===== src/rtl/jtag_pkg.sv =====
package jtag_pkg;
  typedef enum logic [3:0] {
    ST_RESET  = 4'hF, ST_IDLE   = 4'hC,
    ST_SELDR  = 4'h7, ST_CAPDR  = 4'h6, ST_SHDR  = 4'h2, ST_EX1DR = 4'h1,
    ST_PAUDR  = 4'h3, ST_EX2DR  = 4'h0, ST_UPDDR = 4'h5,
    ST_SELIR  = 4'h4, ST_CAPIR  = 4'hE, ST_SHIR  = 4'hA, ST_EX1IR = 4'h9,
    ST_PAUIR  = 4'hB, ST_EX2IR  = 4'h8, ST_UPDIR = 4'hD
  } tap_state_t;

  localparam int unsigned IR_W = 3;
  localparam logic [IR_W-1:0] OP_EXTEST = 3'b000;
  localparam logic [IR_W-1:0] OP_SAMPLE = 3'b001;
  localparam logic [IR_W-1:0] OP_HIGHZ  = 3'b101;
  localparam logic [IR_W-1:0] OP_CLAMP  = 3'b110;
  localparam logic [IR_W-1:0] OP_BYPASS = 3'b111;
  localparam logic [IR_W-1:0] IR_CAPTURE_VAL = 3'b001;
endpackage


===== src/rtl/tap_fsm.sv =====
module tap_fsm
  import jtag_pkg::*;
(
  input  logic       tck,
  input  logic       trst_n,
  input  logic       tms,
  output tap_state_t state
);
  tap_state_t state_q, state_d;

  always_comb begin
    state_d = state_q;
    unique case (state_q)
      ST_RESET: state_d = tms ? ST_RESET : ST_IDLE;
      ST_IDLE:  state_d = tms ? ST_SELDR : ST_IDLE;
      ST_SELDR: state_d = tms ? ST_SELIR : ST_CAPDR;
      ST_CAPDR: state_d = tms ? ST_EX1DR : ST_SHDR;
      ST_SHDR:  state_d = tms ? ST_EX1DR : ST_SHDR;
      ST_EX1DR: state_d = tms ? ST_UPDDR : ST_PAUDR;
      ST_PAUDR: state_d = tms ? ST_EX2DR : ST_PAUDR;
      ST_EX2DR: state_d = tms ? ST_UPDDR : ST_SHDR;
      ST_UPDDR: state_d = tms ? ST_SELDR : ST_IDLE;
      ST_SELIR: state_d = tms ? ST_RESET : ST_CAPIR;
      ST_CAPIR: state_d = tms ? ST_EX1IR : ST_SHIR;
      ST_SHIR:  state_d = tms ? ST_EX1IR : ST_SHIR;
      ST_EX1IR: state_d = tms ? ST_UPDIR : ST_PAUIR;
      ST_PAUIR: state_d = tms ? ST_EX2IR : ST_PAUIR;
      ST_EX2IR: state_d = tms ? ST_UPDIR : ST_SHIR;
      ST_UPDIR: state_d = tms ? ST_SELDR : ST_IDLE;
      default:  state_d = ST_RESET;
    endcase
  end

  always_ff @(posedge tck or negedge trst_n) begin
    if (!trst_n) state_q <= ST_RESET;
    else         state_q <= state_d;
  end

  assign state = state_q;


  tlr_reach_chk: assert property (@(posedge tck) disable iff (!trst_n)
    (tms && $past(tms, 1) && $past(tms, 2) && $past(tms, 3) && $past(tms, 4))
      |=> (state_q == ST_RESET));
endmodule


===== src/rtl/tap_ir.sv =====
module tap_ir
  import jtag_pkg::*;
(
  input  logic            tck,
  input  logic            trst_n,
  input  logic            tdi,
  input  tap_state_t      state,
  output logic            ir_so,
  output logic [IR_W-1:0] ir_code
);
  logic [IR_W-1:0] sh_q, sh_d;
  logic            sh_en;
  logic [IR_W-1:0] act_q;

  assign sh_en = (state == ST_CAPIR) || (state == ST_SHIR);

  always_comb begin
    sh_d = sh_q;
    if (state == ST_CAPIR)     sh_d = IR_CAPTURE_VAL;
    else if (state == ST_SHIR) sh_d = {tdi, sh_q[IR_W-1:1]};
  end

  always_ff @(posedge tck or negedge trst_n) begin
    if (!trst_n)    sh_q <= OP_BYPASS;
    else if (sh_en) sh_q <= sh_d;
  end

  always_ff @(negedge tck or negedge trst_n) begin
    if (!trst_n)                 act_q <= OP_BYPASS;
    else if (state == ST_RESET)  act_q <= OP_BYPASS;
    else if (state == ST_UPDIR)  act_q <= sh_q;
  end

  assign ir_so   = sh_q[0];
  assign ir_code = act_q;


  ir_capture_chk: assert property (@(posedge tck) disable iff (!trst_n)
    (state == ST_CAPIR) |=> (sh_q[1:0] == 2'b01));


  ir_update_only_chk: assert property (@(posedge tck) disable iff (!trst_n)
    !$stable(act_q) |-> (state == ST_UPDIR || state == ST_RESET));
endmodule


===== src/rtl/tap_bsr.sv =====
module tap_bsr
  import jtag_pkg::*;
#(
  parameter int unsigned LEN = 8
) (
  input  logic           tck,
  input  logic           trst_n,
  input  logic           tdi,
  input  logic           sel,
  input  tap_state_t     state,
  input  logic [LEN-1:0] pin_in,
  output logic           so,
  output logic [LEN-1:0] drive
);
  localparam int unsigned LAST = LEN - 1;

  logic [LEN-1:0] sh_q, sh_d, upd_q;
  logic           cap_en, shift_en, upd_en;

  assign cap_en   = sel && (state == ST_CAPDR);
  assign shift_en = sel && (state == ST_SHDR);
  assign upd_en   = sel && (state == ST_UPDDR);

  for (genvar g = 0; g < LEN; g++) begin : g_cell
    logic from_prev;
    if (g == LAST) begin : g_head
      assign from_prev = tdi;
    end else begin : g_body
      assign from_prev = sh_q[g+1];
    end
    always_comb begin
      sh_d[g] = sh_q[g];
      if (cap_en)        sh_d[g] = pin_in[g];
      else if (shift_en) sh_d[g] = from_prev;
    end
  end

  always_ff @(posedge tck or negedge trst_n) begin
    if (!trst_n)                 sh_q <= '0;
    else if (cap_en || shift_en) sh_q <= sh_d;
  end

  always_ff @(negedge tck or negedge trst_n) begin
    if (!trst_n)     upd_q <= '0;
    else if (upd_en) upd_q <= sh_q;
  end

  assign so    = sh_q[0];
  assign drive = upd_q;


  bsr_update_gate_chk: assert property (@(posedge tck) disable iff (!trst_n)
    !$stable(upd_q) |-> (sel && state == ST_UPDDR));


  bsr_capture_chk: assert property (@(posedge tck) disable iff (!trst_n)
    (sel && state == ST_CAPDR) |=> (sh_q == $past(pin_in)));
endmodule


===== src/rtl/jtag_tap.sv =====
module jtag_tap
  import jtag_pkg::*;
#(
  parameter int unsigned BSR_LEN = 8
) (
  input  logic               tck,
  input  logic               trst_n,
  input  logic               tms,
  input  logic               tdi,
  output logic               tdo,
  output logic               tdo_oe,
  input  logic [BSR_LEN-1:0] pin_in,
  output logic [BSR_LEN-1:0] bsr_drive,
  output logic               mode_extest,
  output logic               mode_clamp,
  output logic               mode_highz
);
  tap_state_t      state;
  logic [IR_W-1:0] ir_code;
  logic            ir_so, bsr_so;
  logic            sel_bsr;
  logic            byp_q, byp_en, byp_d;
  logic            tdo_q, tdo_d, oe_q, oe_d;

  tap_fsm u_fsm (
    .tck(tck), .trst_n(trst_n), .tms(tms), .state(state)
  );

  tap_ir u_ir (
    .tck(tck), .trst_n(trst_n), .tdi(tdi), .state(state),
    .ir_so(ir_so), .ir_code(ir_code)
  );

  assign sel_bsr     = (ir_code == OP_EXTEST) || (ir_code == OP_SAMPLE);
  assign mode_extest = (ir_code == OP_EXTEST);
  assign mode_clamp  = (ir_code == OP_CLAMP);
  assign mode_highz  = (ir_code == OP_HIGHZ);

  tap_bsr #(.LEN(BSR_LEN)) u_bsr (
    .tck(tck), .trst_n(trst_n), .tdi(tdi), .sel(sel_bsr), .state(state),
    .pin_in(pin_in), .so(bsr_so), .drive(bsr_drive)
  );

  assign byp_en = !sel_bsr && ((state == ST_CAPDR) || (state == ST_SHDR));
  assign byp_d  = (state == ST_SHDR) ? tdi : 1'b0;

  always_ff @(posedge tck or negedge trst_n) begin
    if (!trst_n)     byp_q <= 1'b0;
    else if (byp_en) byp_q <= byp_d;
  end

  always_comb begin
    oe_d  = (state == ST_SHIR) || (state == ST_SHDR);
    tdo_d = tdo_q;
    if (state == ST_SHIR)      tdo_d = ir_so;
    else if (state == ST_SHDR) tdo_d = sel_bsr ? bsr_so : byp_q;
  end

  always_ff @(negedge tck or negedge trst_n) begin
    if (!trst_n) begin
      tdo_q <= 1'b0;
      oe_q  <= 1'b0;
    end else begin
      tdo_q <= tdo_d;
      oe_q  <= oe_d;
    end
  end

  assign tdo    = tdo_q;
  assign tdo_oe = oe_q;


  bypass_capture_chk: assert property (@(posedge tck) disable iff (!trst_n)
    (!sel_bsr && state == ST_CAPDR) |=> (byp_q == 1'b0));
endmodule


===== config.mk =====
export PLATFORM = sky130hd
export DESIGN_NAME = jtag_tap
export DESIGN_NICKNAME = d
export VERILOG_FILES = /design/src/rtl/jtag_pkg.sv /design/src/rtl/tap_fsm.sv /design/src/rtl/tap_ir.sv /design/src/rtl/tap_bsr.sv /design/src/rtl/jtag_tap.sv
export SDC_FILE = /design/constraint.sdc
export NUM_CORES = 1
export LEC_CHECK = 0
export ABC_AREA = 1
export BUFFER_PORTS_ARGS = -buffer_cell sky130_fd_sc_hd__buf_2
export CAP_MARGIN = 20
export CORE_MARGIN = 2
export CORE_UTILIZATION = 45
export CTS_CLUSTER_SIZE = 25
export DETAILED_ROUTE_END_ITERATION = 8
export PLACE_DENSITY = 0.68
export RECOVER_POWER = 25
export SLEW_MARGIN = 20
export SYNTH_ARGS = -nofsm -noshare
export SYNTH_HDL_FRONTEND = slang
export SYNTH_HIERARCHICAL = 1
export SYNTH_SLANG_ARGS = --single-unit
export TNS_END_PERCENT = 30

===== constraint.sdc =====
create_clock -name tck -period 1.4 [get_ports tck]
set_clock_uncertainty 0.2 [all_clocks]
set_input_delay 0.28 -clock tck [delete_from_list [all_inputs] [get_ports tck]]
set_output_delay 0.28 -clock tck [all_outputs]
set_load 0.05 [all_outputs]

; Word level (Yosys, flattened, before mapping)
; Cells that the tools add are included.
[totals]
register_bits = 29
latchBits = 0
mem_bits_rw = 0
rom_bits = 0
inputBits = 12
output_inout_bits = 13
word_cells = 84
n_memories = 0
[classes]
add_sub_neg = 0
mul = 0
div_mod_pow = 0
order_cmp = 0
eq_ne = 18
n_shift = 0
n_mux = 37
n_bitwise = 0
n_reduce_logical = 21
[op_table]
columns = operator, n
row1 = one-hot mux 4 bit (12 select lines), 1
row2 = equality test 4 bit (second input constant), 8
row3 = 2-to-1 mux 3 bit, 8
row4 = 2-to-1 mux 1 bit, 21
row5 = equality test 4 x 3 -> 1 bit (second input constant), 4
row6 = 2-to-1 mux 2 bit, 6
row7 = equality test 4 x 2 -> 1 bit (second input constant), 2
row8 = nonzero test 2 bit, 4
row9 = equality test 3 bit (second input constant), 2
row10 = logical OR 1 bit, 5
row11 = equality test 4 x 1 -> 1 bit (second input constant), 1
row12 = logical AND 1 bit, 4
row13 = zero test 4 bit, 1
row14 = 2-to-1 mux 4 bit, 1
row15 = AND reduction 2 bit, 2
row16 = OR reduction 2 bit, 2
row17 = equality test 3 x 1 -> 1 bit (second input constant), 1
row18 = zero test 3 bit, 1
row19 = OR reduction 3 bit, 1
row20 = zero test 1 bit, 1

; Longest topological paths before layout
[logic_depth]
word_depth = 5
depth_mapped = 8
mapped_depth_nobuf = 7

; Cells and area by module
; Netlist, hierarchy kept.
[modules_own_cells]
columns = module, n_inst, cells_per_inst, area_per_inst_um2, seq_area_each_um2
row1 = tap_bsr, 1, 107, 775.7, 400.4
row2 = tap_ir, 1, 36, 295.3, 157.7
row3 = tap_fsm, 1, 47, 290.3, 105.1
row4 = jtag_tap, 1, 30, 192.7, 75.1

==> out/qor.yml <==
synth:
  synth_cell_types: 20
  synth-compound-area-share_pct: 5.233
  synth-seq-cells: 29
  synth_xor_xnor_area_share_pct: 0
  synth_top_area_share_pct: 19.81
  synth_nets: 232
  yosysMostFrequentCell: "nand2_1"
  synthMuxAreaShare_pct: 0
  synthFlopType: "dfstp_2"
  synth.avg_cell_area_sq_um: 7.064
  yosysWarnings: 6
  synthTopCellsByArea: "nand2_1, dfstp_2, dfrtn_1, dfrtp_1, nor2_1"
  synthAdderAreaFrac_pct: 0
  synth.cell_area_sq_mm: 0.001554
  synth_enable_flop_cells: 0
  async_flop_share_pct: 100.0
  synth_top_family_by_area: "simple AND/OR/NAND/NOR gates"
  synthTopCellsByCount: "nand2_1, nor2_1, inv_1"
  synthSimpleGateAreaFrac_pct: 39.29
  yosysSeqAreaShare_pct: 47.50
  synth_top_cell_by_area: "nand2_1"
  syn-instance-count: 220
clock_network:
  insertion_delay_ns: 0.37
  cts_buffers: 5
  clock_path_buffers: 2
  clock-sinks: 29
  clk_pin_slew_ns: 0.08
  cts-root-buf: "clkbuf_4"
  cts_tree: "built"
  htree_levels: 2
route:
  drtAntennaViolNets: 0
  vias: 1582
  first_iter_violations: 66
  vias_per_cell: 4.680
  drtPass1Iterations: 4
  drc: 0
  totalWireLength_um: 3908
  routedWlPerCell_um: 11.56
timing:
  rsz0062_at_grt: "true"
  final_hold_viol_count: 0
  max_slew_margin_pct: 76.32
  slew_violations: 0
  worst_pin_slew_ns: 0.3552
  worst_slack_ns: -1.080
  setup_violations: 38
worst_setup_path:
  worst-setup-path-type: "flop to output port"
  endpoint_kind: "output port"
  arrival_ns: 2.00
  critPathRequiredTime_ns: 0.92
  crit_fanout: 3
  start_kind: "flop"
grt:
  grt_overflow: 0
  grt_start_max_net_pins: 17
  grt_antenna_before_repair: 0
  grt_pass1_vias: 1447
  grtUsageTotal_pct: 20.90
  grt_pass1_wl_um: 6361
floorplan:
  die-height_um: 62.77
  pin_count: 25
  coreArea_sq_mm: 0.003337
  die_area_sq_mm: 0.003939
  floorplan.rows: 21
  initial_core_util_pct: 46.57
  fp.dieW_um: 62.77
status:
  outcome: "finished with violations"
  violations: "negative setup slack"
power:
  p_leak_nw: 1.253
  irDropWorstVdd_mv: 1.046
  powerDensity_mw_per_mm2: 2511
place:
  place_area_sq_mm: 0.001967
  portBuffers: 24
  post-dp-hpwl_um: 2459
  gp_congestion: 0.7927
  dp_worst_setup_slack_ns: -0.7965
layout:
  nets: 303
  syn2layout_area_growth_pct: 50.48
  fillerInstances: 269
  drive_gt1_share_pct: 40.75
  multi_input_area_sq_um: 827.0
  fin_area_sq_mm: 0.002338
  diodes: 0
  register_area_sq_um: 738.2
worst_hold_path:
  hold_class: "input pin to flop"
run:
  drv_cap: 0
[layer usage]
metal	up-vias	global-route usage (%)	wire length (um)
met5	-	0	0
met4	0	11.39	62
met3	4	4.505	131
met2	36	34.41	2006
met1	722	25.56	1707
li1	820	-	-
[what timing repair did]
item | in CTS | in global routing
gates resized for setup | 47 | 24
cloned | 0 | 1
setup endpoints to repair | 38 | 40
hold buffers | 1 | 0
setup buffers | 5 | 4
pin swaps | 2 | 10
hold endpoints to repair | 9 | 0
[registers in the layout, indices dropped and copies added, names as in the netlist]
signal,count
u_fsm/state,4
tdo_oe,1
u_ir/sh_q,3
u_bsr/sh_q,8
tdo,1
u_ir/ir_code,3
u_bsr/drive,8
byp_q,1
[where the power goes]
group          internal (mW)  switching, mW  total, mW
clock network          0.254          0.301      0.555
logic                   1.54           2.18       3.72
registers               1.30          0.297       1.60
total                   3.09           2.78       5.87
[kinds of logic (layout without fill, tap and decap cells)]
| family | after synthesis | in the layout |
|---|---|---|
| AO/OA/AOI/OAI | 16 | 16 |
| buffers and inverters | 31 | 102 |
| flip-flops | 29 | 29 |
| AND/OR/NAND/NOR | 144 | 145 |
[area by class of cell]
class | count | share of cell area [%]
clock buffer | 7 | 2.354
clock inverter | 4 | 0.6956
inverter | 29 | 4.869
multi-input combinational | 161 | 35.37
sequential | 29 | 31.57
tap | 46 | 2.461
timing repair buffer | 62 | 22.69
[worst paths after layout]
kind / to / from / cells after the start / slack [ns]
worst max-delay path: mode_clamp / u_ir/ir_code[1] / 3 / -1.08
worst min-delay path: u_fsm/state[0] / tms / 3 / 0.03
worst max register to register: u_bsr/sh_q[1] / u_ir/ir_code[1] / 10 / -0.96
worst min register to register: u_bsr/drive[2] / u_bsr/drive[2] / 2 / 0.25
max in group asynchronous: u_ir/sh_q[1] / trst_n / 4 / 0.03
min in group asynchronous: u_bsr/drive[4] / trst_n / 2 / 0.46
[placed cells by master (no fill, tap or decap)]
| cell | count |
|---|---|
| nand2_1 | 68 |
| nor2_1 | 29 |
| buf_4 | 24 |
| inv_1 | 23 |
| buf_6 | 23 |
| nand2_2 | 15 |
| o21ai_1 | 14 |
| buf_2 | 10 |
| dfrtn_1 | 10 |
| dfstp_2 | 10 |
| nor2_2 | 9 |
| nand3_1 | 9 |
| dfrtp_1 | 9 |
| inv_2 | 7 |
| nor2_4 | 5 |
| clkbuf_4 | 5 |
| clkbuf_1 | 4 |
| nand3_4 | 2 |
| nand2_8 | 2 |
| inv_4 | 2 |
| nand3b_1 | 2 |
| nand4_1 | 2 |
| nor3_4 | 1 |
| clkinv_2 | 1 |
| clkbuf_8 | 1 |
| dlygate4sd3_1 | 1 |
| buf_12 | 1 |
| nand2_4 | 1 |
| o22ai_1 | 1 |
| a21oi_1 | 1 |
[critical path: stages (launching register included)]
cell	delay [ns]
dfstp_2	0.54
inv_2	0.06
nor3_4	0.15
buf_6	0.17
[per-stage QoR]
stage | setup TNS, ns | power, mW | cells | hold WS (ns) | utilization (%)
after CTS | -25.18 | 5.500 | 335 | 0.0009747 | 66.78
final | -26.96 | 5.873 | 338 | 0.02623 | 70.08
after detailed placement | -21.65 | 4.406 | 319 | 0.2237 | 58.94
after global routing | -29.97 | 6.320 | 338 | -0.005534 | 70.08
after global placement | -21.33 | 4.364 | 319 | 0.2170 | 58.94
after floorplan | -21.51 | 3.432 | 220 | -0.2156 | -
Power figures use the tool's default switching activity.
